`src/rtl/pwm_meas_pkg.sv`:
```
package pwm_meas_pkg;

    // Meaning of the polarity input
    typedef enum logic {
        POL_FALL_OPENS = 1'b0,
        POL_RISE_OPENS = 1'b1
    } open_pol_e;

    // Per-tick view of the synchronized input
    typedef struct packed {
        logic level_act;   // sampled level equals the active level
        logic open_edge;   // transition into the active level
    } tick_evt_t;

    localparam int unsigned MAX_CNT_W = 32;

    // Saturating increment on a value of up to MAX_CNT_W bits
    function automatic logic [MAX_CNT_W-1:0] sat_inc(
        input logic [MAX_CNT_W-1:0] val,
        input logic [MAX_CNT_W-1:0] ceiling
    );
        return (val >= ceiling) ? ceiling : val + 1'b1;
    endfunction

endpackage

```
`src/rtl/pwm_sync_edge.sv`:
```
module pwm_sync_edge
    import pwm_meas_pkg::*;
#(
    parameter int unsigned SYNC_STAGES = 2
) (
    input  logic      clk,
    input  logic      rst,
    input  logic      sig_in,
    input  logic      start_on_rise,
    output tick_evt_t evt
);
    localparam int unsigned CHAIN_LEN = SYNC_STAGES + 1;

    logic [CHAIN_LEN-1:0] chain;

    always_ff @(posedge clk) begin
        if (rst) chain[0] <= 1'b0;
        else     chain[0] <= sig_in;
    end

    for (genvar g = 1; g < CHAIN_LEN; g++) begin : g_stage
        always_ff @(posedge clk) begin
            if (rst) chain[g] <= 1'b0;
            else     chain[g] <= chain[g-1];
        end
    end

    logic lvl_now, lvl_prev, act_now, act_prev;
    open_pol_e pol;

    always_comb begin
        pol      = open_pol_e'(start_on_rise);
        lvl_now  = chain[SYNC_STAGES-1];
        lvl_prev = chain[SYNC_STAGES];
        act_now  = (lvl_now  == pol);
        act_prev = (lvl_prev == pol);
        evt.level_act = act_now;
        evt.open_edge = act_now & ~act_prev;
    end

endmodule

```
`src/rtl/pwm_timeout_watch.sv`:
```
module pwm_timeout_watch
    import pwm_meas_pkg::*;
#(
    parameter int unsigned CNT_W = 16
) (
    input  logic             clk,
    input  logic             rst,
    input  logic             open_edge,
    input  logic [CNT_W-1:0] timeout_ticks,
    output logic             armed,
    output logic             close_cycle,
    output logic             expire
);
    localparam logic [MAX_CNT_W-1:0] CEIL = MAX_CNT_W'({CNT_W{1'b1}});

    logic [CNT_W-1:0] elapsed;

    always_comb begin
        close_cycle = open_edge & armed;
        expire      = armed & ~open_edge & (elapsed >= timeout_ticks);
    end

    always_ff @(posedge clk) begin
        if (rst) begin
            armed   <= 1'b0;
            elapsed <= '0;
        end else if (open_edge) begin
            armed   <= 1'b1;
            elapsed <= CNT_W'(1);
        end else if (expire) begin
            armed   <= 1'b0;
            elapsed <= '0;
        end else if (armed) begin
            elapsed <= CNT_W'(sat_inc(MAX_CNT_W'(elapsed), CEIL));
        end
    end


    arm_after_open_chk: assert property (@(posedge clk) disable iff (rst)
        open_edge |=> armed);

endmodule

```
`src/rtl/pwm_span_count.sv`:
```
module pwm_span_count
    import pwm_meas_pkg::*;
#(
    parameter int unsigned CNT_W = 16
) (
    input  logic             clk,
    input  logic             rst,
    input  tick_evt_t        evt,
    input  logic             armed,
    output logic [CNT_W-1:0] act_cnt,
    output logic [CNT_W-1:0] ina_cnt
);
    localparam logic [MAX_CNT_W-1:0] CEIL = MAX_CNT_W'({CNT_W{1'b1}});

    always_ff @(posedge clk) begin
        if (rst) begin
            act_cnt <= '0;
            ina_cnt <= '0;
        end else if (evt.open_edge) begin
            act_cnt <= CNT_W'(1);
            ina_cnt <= '0;
        end else if (armed) begin
            if (evt.level_act)
                act_cnt <= CNT_W'(sat_inc(MAX_CNT_W'(act_cnt), CEIL));
            else
                ina_cnt <= CNT_W'(sat_inc(MAX_CNT_W'(ina_cnt), CEIL));
        end
    end


    no_overflow_chk: assert property (@(posedge clk) disable iff (rst)
        (armed && !evt.open_edge) |=>
            (act_cnt >= $past(act_cnt)) && (ina_cnt >= $past(ina_cnt)));

endmodule

```
`src/rtl/pwm_meas_top.sv`:
```
module pwm_meas_top
    import pwm_meas_pkg::*;
#(
    parameter int unsigned CNT_W       = 16,
    parameter int unsigned SYNC_STAGES = 2
) (
    input  logic             clk,
    input  logic             rst,
    input  logic             sig_in,
    input  logic             start_on_rise,
    input  logic [CNT_W-1:0] timeout_ticks,
    output logic [CNT_W-1:0] active_ticks,
    output logic [CNT_W-1:0] inactive_ticks,
    output logic             result_valid
);
    tick_evt_t        evt;
    logic             armed, close_cycle, expire;
    logic [CNT_W-1:0] act_cnt, ina_cnt;

    pwm_sync_edge #(.SYNC_STAGES(SYNC_STAGES)) u_sync (
        .clk           (clk),
        .rst           (rst),
        .sig_in        (sig_in),
        .start_on_rise (start_on_rise),
        .evt           (evt)
    );

    pwm_timeout_watch #(.CNT_W(CNT_W)) u_tmo (
        .clk           (clk),
        .rst           (rst),
        .open_edge     (evt.open_edge),
        .timeout_ticks (timeout_ticks),
        .armed         (armed),
        .close_cycle   (close_cycle),
        .expire        (expire)
    );

    pwm_span_count #(.CNT_W(CNT_W)) u_cnt (
        .clk     (clk),
        .rst     (rst),
        .evt     (evt),
        .armed   (armed),
        .act_cnt (act_cnt),
        .ina_cnt (ina_cnt)
    );

    always_ff @(posedge clk) begin
        if (rst) begin
            active_ticks   <= '0;
            inactive_ticks <= '0;
            result_valid   <= 1'b0;
        end else if (close_cycle) begin
            active_ticks   <= act_cnt;
            inactive_ticks <= ina_cnt;
            result_valid   <= 1'b1;
        end else if (expire) begin
            active_ticks   <= '0;
            inactive_ticks <= '0;
            result_valid   <= 1'b0;
        end else begin
            result_valid   <= 1'b0;
        end
    end


    zero_on_expire_chk: assert property (@(posedge clk) disable iff (rst)
        expire |=> (active_ticks == '0) && (inactive_ticks == '0) && !result_valid);


    valid_has_active_chk: assert property (@(posedge clk) disable iff (rst)
        result_valid |-> (active_ticks != '0));


    valid_follows_close_chk: assert property (@(posedge clk) disable iff (rst)
        result_valid |-> $past(close_cycle));

endmodule

```
`config.mk`:
```
export PLATFORM = sky130hd
export DESIGN_NAME = pwm_meas_top
export DESIGN_NICKNAME = d
export VERILOG_FILES = /design/src/rtl/pwm_meas_pkg.sv /design/src/rtl/pwm_sync_edge.sv /design/src/rtl/pwm_timeout_watch.sv /design/src/rtl/pwm_span_count.sv /design/src/rtl/pwm_meas_top.sv
export SDC_FILE = /design/constraint.sdc
export NUM_CORES = 1
export LEC_CHECK = 0
export BUFFER_PORTS_ARGS = -buffer_cell sky130_fd_sc_hd__buf_2
export CAP_MARGIN = 20
export CORE_ASPECT_RATIO = 1.75
export CORE_MARGIN = 3
export CORE_UTILIZATION = 63
export CTS_CLUSTER_DIAMETER = 120
export CTS_CLUSTER_SIZE = 16
export DETAILED_ROUTE_END_ITERATION = 12
export GPL_TIMING_DRIVEN = 0
export PLACE_DENSITY = 0.85
export SYNTH_ARGS = -nofsm -noshare
export SYNTH_HDL_FRONTEND = slang
export SYNTH_HIERARCHICAL = 1
export SYNTH_SLANG_ARGS = --single-unit
```
`constraint.sdc`:
```
create_clock -name clk -period 3.9 [get_ports clk]
set_input_delay 0.78 -clock clk [delete_from_list [all_inputs] [get_ports clk]]
set_output_delay 0.78 -clock clk [all_outputs]
set_load 0.02 [all_outputs]
```
* After elaboration in Yosys (flattened, before gate mapping)
Index checks and enable logic that the tools add are counted.
** Operators by class
- $lt $le $gt $ge :: 4
- Bitwise gates (word level) :: 7
- Multiplexer cells :: 15
- $add $sub $neg :: 3
- Eq/ne operators :: 2
- Reduce and logical (&&, ||, !) cells :: 10
** Operators by type and width (count)
- 16-bit two-way mux :: 6
- 16-bit by 1-bit adder with 16-bit output (second input constant) :: 3
- 16-bit greater-or-equal comparator (second input constant) :: 3
- 16-bit greater-or-equal comparator :: 1
- 1-bit two-way mux :: 9
- 2-bit nonzero test :: 4
- 2-bit AND reduction :: 3
- 1-bit bitwise AND :: 4
- 1-bit NOT :: 3
- 3-bit nonzero test :: 1
- 3-bit OR reduction :: 1
- 1-bit equality test :: 2
- 2-bit OR reduction :: 1
** Storage, ports and cells
- Flip-flop bits (word level) :: 85
- Input bits :: 20

* Logic depth before layout (Yosys ltp)
Gate-level depths: netlist (run 1).
- Depth in word-level cells :: 8
- Depth in mapped cells :: 11

* Hierarchy
The synthesis (run 1) kept the hierarchy.
** By module, submodules not included
- pwm_span_count :: sequential area each 640.6 um2, area an instance 1617.8 um2, times used 1, cells each 186
- pwm_meas_top :: sequential area each 660.6 um2, area an instance 1501.4 um2, times used 1, cells each 144
- pwm_timeout_watch :: sequential area each 340.3 um2, area an instance 1238.7 um2, times used 1, cells each 148
- pwm_sync_edge :: sequential area each 60.1 um2, area an instance 117.6 um2, times used 1, cells each 11

* Worst setup path before layout (run 1)
No wires, ideal clock.
- Path kind :: in2reg
- Start point :: input timeout_ticks[13]
- End point :: register active_ticks[0]
- Required time :: 3.770 ns
- Path slack :: 1.080 ns
- Setup time :: 0.130 ns
- Arrival time :: 2.690 ns
- Path buffers :: 2
- Stages :: 11
- Cells stage by stage :: inv_1 > ha_1 > nand2_1 > nor4_1 > or4b_1 > nand3b_1 > and3b_1 > or2_1 > buf_6 > buf_6 > o32ai_2
** On the way
- Word-level cells in the longest chain between the ends :: 3
** Ends and longest elaborated chain
- from (decl) :: line pwm_meas_top.sv:11 : input logic [CNT_W-1:0] timeout_ticks,
- 16-bit greater-or-equal comparator :: line pwm_timeout_watch.sv:20 : expire = armed & ~open_edge & (elapsed >= timeout_ticks);
- 1-bit bitwise AND :: line pwm_timeout_watch.sv:20
- via expire :: line pwm_meas_top.sv:17 : logic armed, close_cycle, expire;
- 2-bit nonzero test (no source line)
- to (signal assigned) :: line pwm_meas_top.sv:53 : active_ticks <= act_cnt;
- to (decl) :: line pwm_meas_top.sv:12 : output logic [CNT_W-1:0] active_ticks,
The timed path passes the listed nets, and every way through them passes these cells.
A chain may end at the register's enable or synchronous reset.

* Final worst setup path (run 1)
- Start point :: input timeout_ticks[15]
- End point :: register inactive_ticks[14]
** On the way
- Word-level cells in the longest chain between the ends :: 3
** Ends and longest elaborated chain
- 16-bit greater-or-equal comparator :: line pwm_timeout_watch.sv:20
- 1-bit bitwise AND :: line pwm_timeout_watch.sv:20
- via expire :: line pwm_meas_top.sv:17
- 2-bit nonzero test (no source line)
- to (signal assigned) :: line pwm_meas_top.sv:54 : inactive_ticks <= ina_cnt;
- to (decl) :: line pwm_meas_top.sv:13 : output logic [CNT_W-1:0] inactive_ticks,
The timed path passes the listed nets, and every way through them passes these cells.

==> results of run 1 <==
[kinds of logic after synthesis]
group / after synthesis / share of synthesized area
buffers and inverters: 85 / 0.0847
adder cells (fa/ha/maj): 19 / 0.0531
AO/OA/AOI/OAI: 105 / 0.211
XOR/XNOR: 24 / 0.0470
flip-flops: 85 / 0.380
multiplexers: 4 / 0.00895
AND/OR/NAND/NOR: 167 / 0.215
[worst paths after layout]
path              cells past startpoint                 end  slack (ns)         startpoint
setup / recovery                     12  inactive_ticks[14]        0.91  timeout_ticks[15]
hold / removal                        1      u_sync/lvl_now        0.43    u_sync/chain[0]
setup reg to reg                     10  inactive_ticks[14]        1.07  u_tmo/elapsed[13]
hold reg to reg                       1      u_sync/lvl_now        0.43    u_sync/chain[0]
[report_power, final]
group          leakage, µW  switching (µW)  total (µW)  internal (µW)
registers         0.000685            6.38         880            873
logic              0.00113            56.0        95.1           39.1
clock network     0.000119             307         730            423
[metal layers]
metal  vias to the layer above  track usage
met5                         -            0
met4                         0        0.126
met3                        34       0.0487
met2                       106        0.459
met1                      1748        0.239
li1                       1861            -
[flip-flops by register name (all words and copies together), names as in the netlist]
signal	count
active_ticks	16
inactive_ticks	16
u_cnt/act_cnt	16
u_cnt/ina_cnt	16
u_tmo/elapsed	16
result_valid	1
u_sync/chain	1
u_sync/lvl_now	1
u_sync/lvl_prev	1
u_tmo/armed	1
[layout make-up]
cell class,count,area (µm²)
multi-input combinational,319,2390
clock inverter,2,12.5
clock buffer,12,236
sequential,85,1700
buffer,28,165
tap,84,105
inverter,57,214
timing repair buffer,52,260
fill,523,1820
[cells in the final DEF (no fill, tap or decap), types with 3 or more instances in the layout]
cell type and n:
a21oi_1 38, a31oi_1 9, and2_1 4, and4_1 3, buf_2 64, buf_6 5
clkbuf_1 12, clkbuf_16 9, dfxtp_1 85, ha_1 19, inv_1 57, mux2i_1 4
nand2_1 54, nand2b_1 7, nand3_1 8, nand4_1 13, nor2_1 13, nor2b_1 6
nor3_1 17, nor3b_1 3, nor4_1 8, o21ai_0 11, o31ai_1 3, o32ai_2 29
or3_1 5, or4_1 5, xnor2_1 17, xor2_1 7
[metrics by stage]
step | cells | setup slack, ns | hold WS [ns] | area [µm²]
6_report | 639 | 0.909 | 0.432 | 5090
3_5_place_dp | 625 | 0.544 | 0.425 | 4840
3_3_place_gp | 625 | 0.624 | 0.417 | 4840
4_1_cts | 639 | 0.894 | 0.438 | 5090
5_1_grt | 639 | 0.832 | 0.476 | 5090
2_1_floorplan | 489 | 1.08 | 0.414 | 4480
[critical path, stage by stage]
cell,delay [ns]
buf_2,0.07
inv_1,0.03
ha_1,0.28
nand2_1,0.11
nor4_1,0.47
or4b_1,0.58
nand3b_1,0.19
and3b_1,0.17
or2_1,0.12
buf_6,0.13
buf_6,0.17
o32ai_2,0.09
[cell usage after synthesis, drive strengths merged, types with 2 or more instances]
cell type  instances
a211oi             2
a21oi             38
a31oi             10
and2               4
and3               2
and4               4
buf               19
clkbuf             9
dfxtp             85
ha                19
inv               57
mux2i              4
nand2             54
nand2b             7
nand3              8
nand3b             3
nand4             17
nand4b             2
nor2              13
nor2b              6
nor3              18
nor3b              3
nor4               9
o21a               2
o21ai             11
o31ai              3
o32ai             31
or2                4
or3                5
or4                5
xnor2             17
xor2               7
==> impl_metrics.toml, run 1 <==
[status]
status = "finished, final reports clean"

[route]
detail_route.vias_per_cell = 5.87
num_vias = 3749
antenna_left = 0
wl_mm = 9.82
wl_per_cell_um = 15.4
firstDrtPassIters = 4
drtIter0Drc = 196
drt-met1-wl_mm = 3.68
route.met3.wl_um = 438
wl_met2_mm = 5.33
top_layer_used = "met4"
drc = 0

[global_routing]
grt_pass1_vias = 3676
grt_pass1_wl_mm = 16.2
overflow = 0
grtUsageTotal = 0.242
antenna_found_initial = 0
grt_max_degree = 18

[clock_network]
cts.path.max_buffers = 2
htree_levels = 3
post-cts-setup-buffers = 0
cts_hold_buf = 0
clockRootBuffer = "clkbuf_16"
ctsResizeCount = 0
clk_pin_slew_worst_paths_ns = 0.06
clock_sinks = 85
cts_tree = "yes"
numCtsBuffers = 9
clkLatencyLatePin_ns = 0.33

[synthesis]
synthTopCellsByArea = "dfxtp_1 38%, o32ai_2 11%, ha_1 5.3%, inv_1 4.8%, nand2_1 4.5%"
synth-seq-cells = 85
synth_flop_cell = "dfxtp_1"
synth_edf_count = 0
synth_top_cell_area_share = 0.380
synth_nets = 528
syn_inst = 489
synth-async-reset-ratio = 0
netlist_area_um2 = 4480
yosysSeqAreaShare = 0.380
synthDistinctLibCells = 57
ys.warnings.count = 6
syn_avg_cell_area_um2 = 9.15
synth_top_cell_by_area = "dfxtp_1"

[floorplan]
die_area_um2 = 8190
start_util = 0.648
chipHeight_um = 118
coreArea_um2 = 6910
dieWidth_um = 69.7
num_io_pins = 53
row_count = 40

[finish]
post-route-util = 0.737
nets = 591
antennaDiodeCount = 0
area_growth_pct = 13.7
drive_gt1_frac = 0.227

[worst_setup_path]
critPathKind = "input port to flip-flop"
required_ns = 4.11
start_kind = "input port"
cp-end-kind = "flip-flop"
crit_fanout = 10
crit_arrival_ns = 3.20

[power]
ir_drop_uv = 299
power_uw = 1700
p_leak_uw = 0.00193
powerDensity_nw_per_um2 = 335

[timing]
relSlewSlack = 0.622
setup_violations = 0
slew_violations = 0
timing.final.crit_share = 0.767
fmax_mhz = 334
rsz0062_at_grt = "false"
hold_violations = 0
fin_crit_ns = 2.99
setup_tns_ns = 0
clock_skew_ns = 0.00435
worst_pin_slew_ns = 0.563

[min_path]
hold_path.class = "flip-flop to flip-flop"

[placed_design]
gp_congestion = 0.859
dpl.hpwl_mm = 7.20
io_buffers = 52

[run]
cap_viol_max_count = 0
Note: power is estimated with default switching activity, not from simulation.
==> run 2, diff against run 1 <==
--- a/config.mk
+++ b/config.mk
@@ -9,12 +9,12 @@
 export CAP_MARGIN = 20
 export CORE_ASPECT_RATIO = 1.75
 export CORE_MARGIN = 3
-export CORE_UTILIZATION = 63
+export CORE_UTILIZATION = 53
 export CTS_CLUSTER_DIAMETER = 120
 export CTS_CLUSTER_SIZE = 16
 export DETAILED_ROUTE_END_ITERATION = 12
 export GPL_TIMING_DRIVEN = 0
-export PLACE_DENSITY = 0.85
+export PLACE_DENSITY = 0.76
 export SYNTH_ARGS = -nofsm -noshare
 export SYNTH_HDL_FRONTEND = slang
 export SYNTH_HIERARCHICAL = 1
==> constraint.sdc (replaced) <==
create_clock -name clk -period 2.71 [get_ports clk]
set_input_delay 0.542 -clock clk [delete_from_list [all_inputs] [get_ports clk]]
set_output_delay 0.542 -clock clk [all_outputs]
set_load 0.02 [all_outputs]
==> impl_metrics.toml, run 2 (synthesis gave the netlist of run 1 again) <==
[status]
status = "finished, final reports clean"

[clock_network]
cts_tree = "yes"
clock_sinks = 85
clk_pin_slew_worst_paths_ns = 0.06
cts.path.max_buffers = 2
clockRootBuffer = "clkbuf_16"
cts_hold_buf = 0
numCtsBuffers = 9
htree_levels = 3
clkLatencyLatePin_ns = 0.33

[timing]
fmax_mhz = 388
hold_violations = 0
relSlewSlack = 0.616
fin_crit_ns = 2.58
clock_skew_ns = 0.00454
slew_violations = 0
setup_ws_ns = 0.130
worst_pin_slew_ns = 0.571
setup_violations = 0
timing.final.crit_share = 0.952

[finish]
nets = 593
area_growth_pct = 15.9
post-route-util = 0.643
layout_common_cells = "84 x dfxtp_1, 64 x buf_2, 57 x inv_1"
antennaDiodeCount = 0
fillCellCount = 674
layout_commonest_cell = "dfxtp_1"
drive_gt1_frac = 0.237
stdcell_count = 646

[global_routing]
antenna_found_initial = 0
overflow = 0
grtUsageTotal = 0.207
grt_max_degree = 18
grt_pass1_wl_mm = 15.9
grt_pass1_vias = 3592

[route]
drc = 0
firstDrtPassIters = 5
wl_mm = 9.51
wl_per_cell_um = 14.7
num_vias = 3802
drtIter0Drc = 284
detail_route.vias_per_cell = 5.89
antenna_left = 0

[floorplan]
chipHeight_um = 128
die_area_um2 = 9630
row_count = 43
start_util = 0.555
num_io_pins = 53
dieWidth_um = 75.5
coreArea_um2 = 8070

[power]
powerDensity_nw_per_um2 = 514
ir_drop_uv = 359
p_leak_uw = 0.00198

[worst_setup_path]
start_kind = "flip-flop"
required_ns = 2.91
rrSetupSlack_ns = 0.13
rr_endpoint = "active_ticks[15]"
crit_fanout = 10
r2r_start = "u_tmo/elapsed[13]"
cp-end-kind = "flip-flop"
crit_arrival_ns = 2.78
ff2ff_path_depth = 10
critPathKind = "flip-flop to flip-flop"

[min_path]
worstHoldPathCells = 2
hold_path.class = "input port to flip-flop"
min_from = "sig_in"
whs_endpoint = "u_sync/chain[0]"

[placed_design]
io_buffers = 52
gp_congestion = 0.925
post-place-cells = 631
dpl.hpwl_mm = 7.02
post-place-ws_ns = -0.329

[run]
cap_viol_max_count = 0
## run 2: changes by cell type in the layout (fill, tap and decap cells not counted), sizes merged
cell      change
clkinvlp      -1
buf           +2
clkinv        -1
clkbuf        -1
bufinv        +2
## run 2: repair_timing
item | 4_1_cts | 5_1_grt
cloned | 0 | 0
endpoints found under the setup margin | 30 | 29
endpoints found under the hold margin | 0 | 0
buffers inserted | 1 | 1
resized for setup | 2 | 3
pin swaps | 1 | 0
## run 2: routing by layer
metal / up-vias / GRT usage / share of wire
met3: 26 / 0.0378 / 0.039
met1: 1793 / 0.230 / 0.39
met2: 112 / 0.370 / 0.55
met4: 0 / 0.0896 / 0.027
li1: 1871 / - / -
met5: - / 0 / 0
## run 2: cell type report
class                   instances  area (µm²)  share of cell area
clock buffers                  11         243              0.0468
multi-input cells             319        2420               0.466
repair buffers                 54         275              0.0531
clock inverters                 2        60.1              0.0116
well taps                      90         113              0.0217
plain buffers                  28         165              0.0318
flip-flops and latches         85        1700               0.328
inverters                      57         214              0.0412
## run 2: how the worst max path moves through the flow
stage	startpoint	to	cells after the start
final	u_tmo/elapsed[13]	active_ticks[15]	10
after global routing	u_tmo/elapsed[13]	inactive_ticks[6]	10
after CTS	u_tmo/elapsed[0]	active_ticks[15]	11
after detailed placement	timeout_ticks[15]	inactive_ticks[7]	12
after global placement	timeout_ticks[15]	inactive_ticks[9]	12
after floorplan	timeout_ticks[13]	active_ticks[0]	11
## run 2: through the flow
| step | area, µm² | TNS (ns) | hold slack, ns | total power (µW) |
|---|---|---|---|---|
| 2_1_floorplan | 4480 | 0 | 0.414 | 1390 |
| 3_3_place_gp | 4850 | -10.84 | 0.419 | 1420 |
| 3_5_place_dp | 4850 | -10.73 | 0.427 | 1430 |
| 4_1_cts | 5170 | 0 | 0.409 | 2690 |
| 5_1_grt | 5190 | -0.0785 | 0.413 | 2760 |
| 6_report | 5190 | 0 | 0.419 | 2670 |
## run 2: report_power, final
part           leakage (µW)  switching (µW)  internal (µW)  total, µW
sequential         0.000686            8.55           1260       1270
combinational       0.00115            81.7           58.3        140
clock              0.000148             446            817       1260
total               0.00198             537           2130       2670
## run 2: worst max-delay path, stage by stage (launching register included)
cell      delay (ns)
dfxtp_1         0.37
ha_1            0.32
nand2_1         0.11
nor4_4          0.33
or4b_1          0.50
nand3b_1        0.16
and3b_1         0.16
or2_1           0.11
buf_6           0.13
buf_6           0.17
o32ai_2         0.09
==> run 3, diff against run 2 <==
--- a/config.mk
+++ b/config.mk
@@ -5,6 +5,7 @@
 export SDC_FILE = /design/constraint.sdc
 export NUM_CORES = 1
 export LEC_CHECK = 0
+export ABC_AREA = 1
 export BUFFER_PORTS_ARGS = -buffer_cell sky130_fd_sc_hd__buf_2
 export CAP_MARGIN = 20
 export CORE_ASPECT_RATIO = 1.75
==> impl_metrics.toml, run 3 <==
[synthesis]
synthDistinctLibCells = 40
netlist_area_um2 = 4920
ys.warnings.count = 6
synth_top_cell_area_share = 0.346
synthTopCellsByArea = "dfxtp_1 35%, nand2_1 13%, inv_1 9.0%, nor2_1 7.3%, nand3_1 6.0%"
post-synth-top-count-cell = "nand2_1"
synth_commonest_cells = "172 x nand2_1, 118 x inv_1, 96 x nor2_1"
syn_avg_cell_area_um2 = 6.86
synth_edf_count = 0
synth-seq-cells = 85
synth_flop_cell = "dfxtp_1"
syn_inst = 718
synth_top_cell_by_area = "dfxtp_1"
synth_nets = 757
yosysSeqAreaShare = 0.346
synth-async-reset-ratio = 0

[run]
cap_viol_max_count = 0

[finish]
fillCellCount = 861
antennaDiodeCount = 0
drive_gt1_frac = 0.181
area_growth_pct = 14.4
layout_common_cells = "172 x nand2_1, 118 x inv_1, 96 x nor2_1"
nets = 820
multiInputGateArea_um2 = 2560
stdcell_count = 903
seqCellArea_um2 = 1700
layout_commonest_cell = "nand2_1"

[worst_setup_path]
start_kind = "flip-flop"
cpLargestDelayFamily = "simple AND/OR/NAND/NOR gates"
crit_arrival_ns = 2.37
critPathKind = "flip-flop to flip-flop"
crit_buf_inv = 2
r2r_start = "u_tmo/elapsed[7]"
startpoint = "u_tmo/elapsed[7]"
critPathMostFrequentCell = "nand2_1"
cp_slowest_cell = "dfxtp_1"
cp_cell_sequence = "ha_1 > a21oi_1 > o21a_1 > nand2_1 > nand2_1 > nand2_1 > nand2_2 > inv_1 > nor2_8 > buf_8 > nand2_1 > nand2_1"
slowest_delay_ns = 0.54
crit_fanout = 10
required_ns = 3.00
cp-end-kind = "flip-flop"

[global_routing]
overflow = 0
grt_max_degree = 17
antenna_found_initial = 0
grt_pass1_wl_mm = 18.2
grtUsageTotal = 0.214
grt_pass1_vias = 4148

[clock_network]
ctsResizeCount = 0
clkLatencyLatePin_ns = 0.34
clock_sinks = 85
clk_pin_slew_worst_paths_ns = 0.07
clockRootBuffer = "clkbuf_16"
cts.path.max_buffers = 2
numCtsBuffers = 9
post-cts-setup-buffers = 0
cts_tree = "yes"
htree_levels = 3
cts_hold_buf = 0

[power]
ir_drop_uv = 324
powerDensity_nw_per_um2 = 467
p_leak_uw = 0.00269

[route]
drtIter0Drc = 184
wl_per_cell_um = 12.0
num_vias = 4413
drc = 0
firstDrtPassIters = 4
antenna_left = 0
wl_mm = 10.8
detail_route.vias_per_cell = 4.89

[floorplan]
row_count = 45
start_util = 0.557
die_area_um2 = 10500
coreArea_um2 = 8840
dieWidth_um = 78.9
num_io_pins = 53
chipHeight_um = 134

[placed_design]
dpl.hpwl_mm = 8.49
io_buffers = 52
post-place-cells = 887
gp_congestion = 0.909

[timing]
setup_violations = 0
fin_crit_ns = 2.08
setup_tns_ns = 0
relSlewSlack = 0.728
clock_skew_ns = 0.00809
fmax_mhz = 481
worst_pin_slew_ns = 0.406
hold_violations = 0
slew_violations = 0
rsz0062_at_grt = "false"
timing.final.crit_share = 0.767

[status]
status = "finished, final reports clean"

[min_path]
min_from = "sig_in"
hold_path.class = "input port to flip-flop"
## run 3: power breakdown
group / switching, µW / internal [µW]
Clock: 520 / 725
Sequential: 7.53 / 1260
Combinational: 77.0 / 45.3
Total: 604 / 2030
## run 3: cell families (layout without fill, tap and decap cells)
logic type | count (synthesis) | in the layout | synth area share
AND/OR/NAND/NOR | 391 | 391 | 0.370
buffers and inverters | 147 | 215 | 0.134
multiplexers | 2 | 2 | 0.00407
adder cells (fa/ha/maj) | 19 | 19 | 0.0483
flip-flops | 85 | 85 | 0.346
XOR/XNOR | 20 | 20 | 0.0356
AO/OA/AOI/OAI | 54 | 54 | 0.0620
## run 3: cell type report
type | count | area share
multi-input cells | 486 | 0.455
flip-flops and latches | 85 | 0.302
inverters | 126 | 0.0851
repair buffers | 52 | 0.0462
clock buffers | 9 | 0.0400
plain buffers | 21 | 0.0322
well taps | 117 | 0.0260
clock inverters | 7 | 0.0138
## run 3: worst paths after layout
check | end | slack, ns | cells after the start
setup / recovery | inactive_ticks[10] | 0.63 | 12
hold / removal | u_sync/chain[0] | 0.40 | 3
setup reg to reg | inactive_ticks[10] | 0.63 | 12
hold reg to reg | u_sync/lvl_now | 0.42 | 2
## run 3: stage by stage
| step | area [µm²] | total power [µW] | util | hold WS [ns] | setup slack [ns] |
|---|---|---|---|---|---|
| floorplan | 4920 | 1370 | - | 0.388 | 0.833 |
| global placement | 5330 | 1410 | 0.603 | 0.406 | 0.471 |
| detailed placement | 5330 | 1420 | 0.603 | 0.414 | 0.411 |
| CTS | 5630 | 2660 | 0.637 | 0.397 | 0.659 |
| global route | 5630 | 2720 | 0.637 | 0.413 | 0.511 |
| finish | 5630 | 2630 | 0.637 | 0.401 | 0.631 |
## run 3: per-layer routing
| metal | GRT usage | share of wire | up-vias |
|---|---|---|---|
| li1 | - | - | 2342 |
| met1 | 0.229 | 0.40 | 1952 |
| met2 | 0.403 | 0.54 | 93 |
| met3 | 0.0304 | 0.031 | 26 |
| met4 | 0.0994 | 0.029 | 0 |
| met5 | 0 | 0 | - |
## run 3: worst reg2reg max path, cell delays in order (launching register included)
cell     delay [ns]
dfxtp_1        0.54
ha_1           0.33
a21oi_1        0.13
o21a_1         0.14
nand2_1        0.10
nand2_1        0.09
nand2_1        0.07
nand2_2        0.10
inv_1          0.11
nor2_8         0.16
buf_8          0.15
nand2_1        0.07
nand2_1        0.05
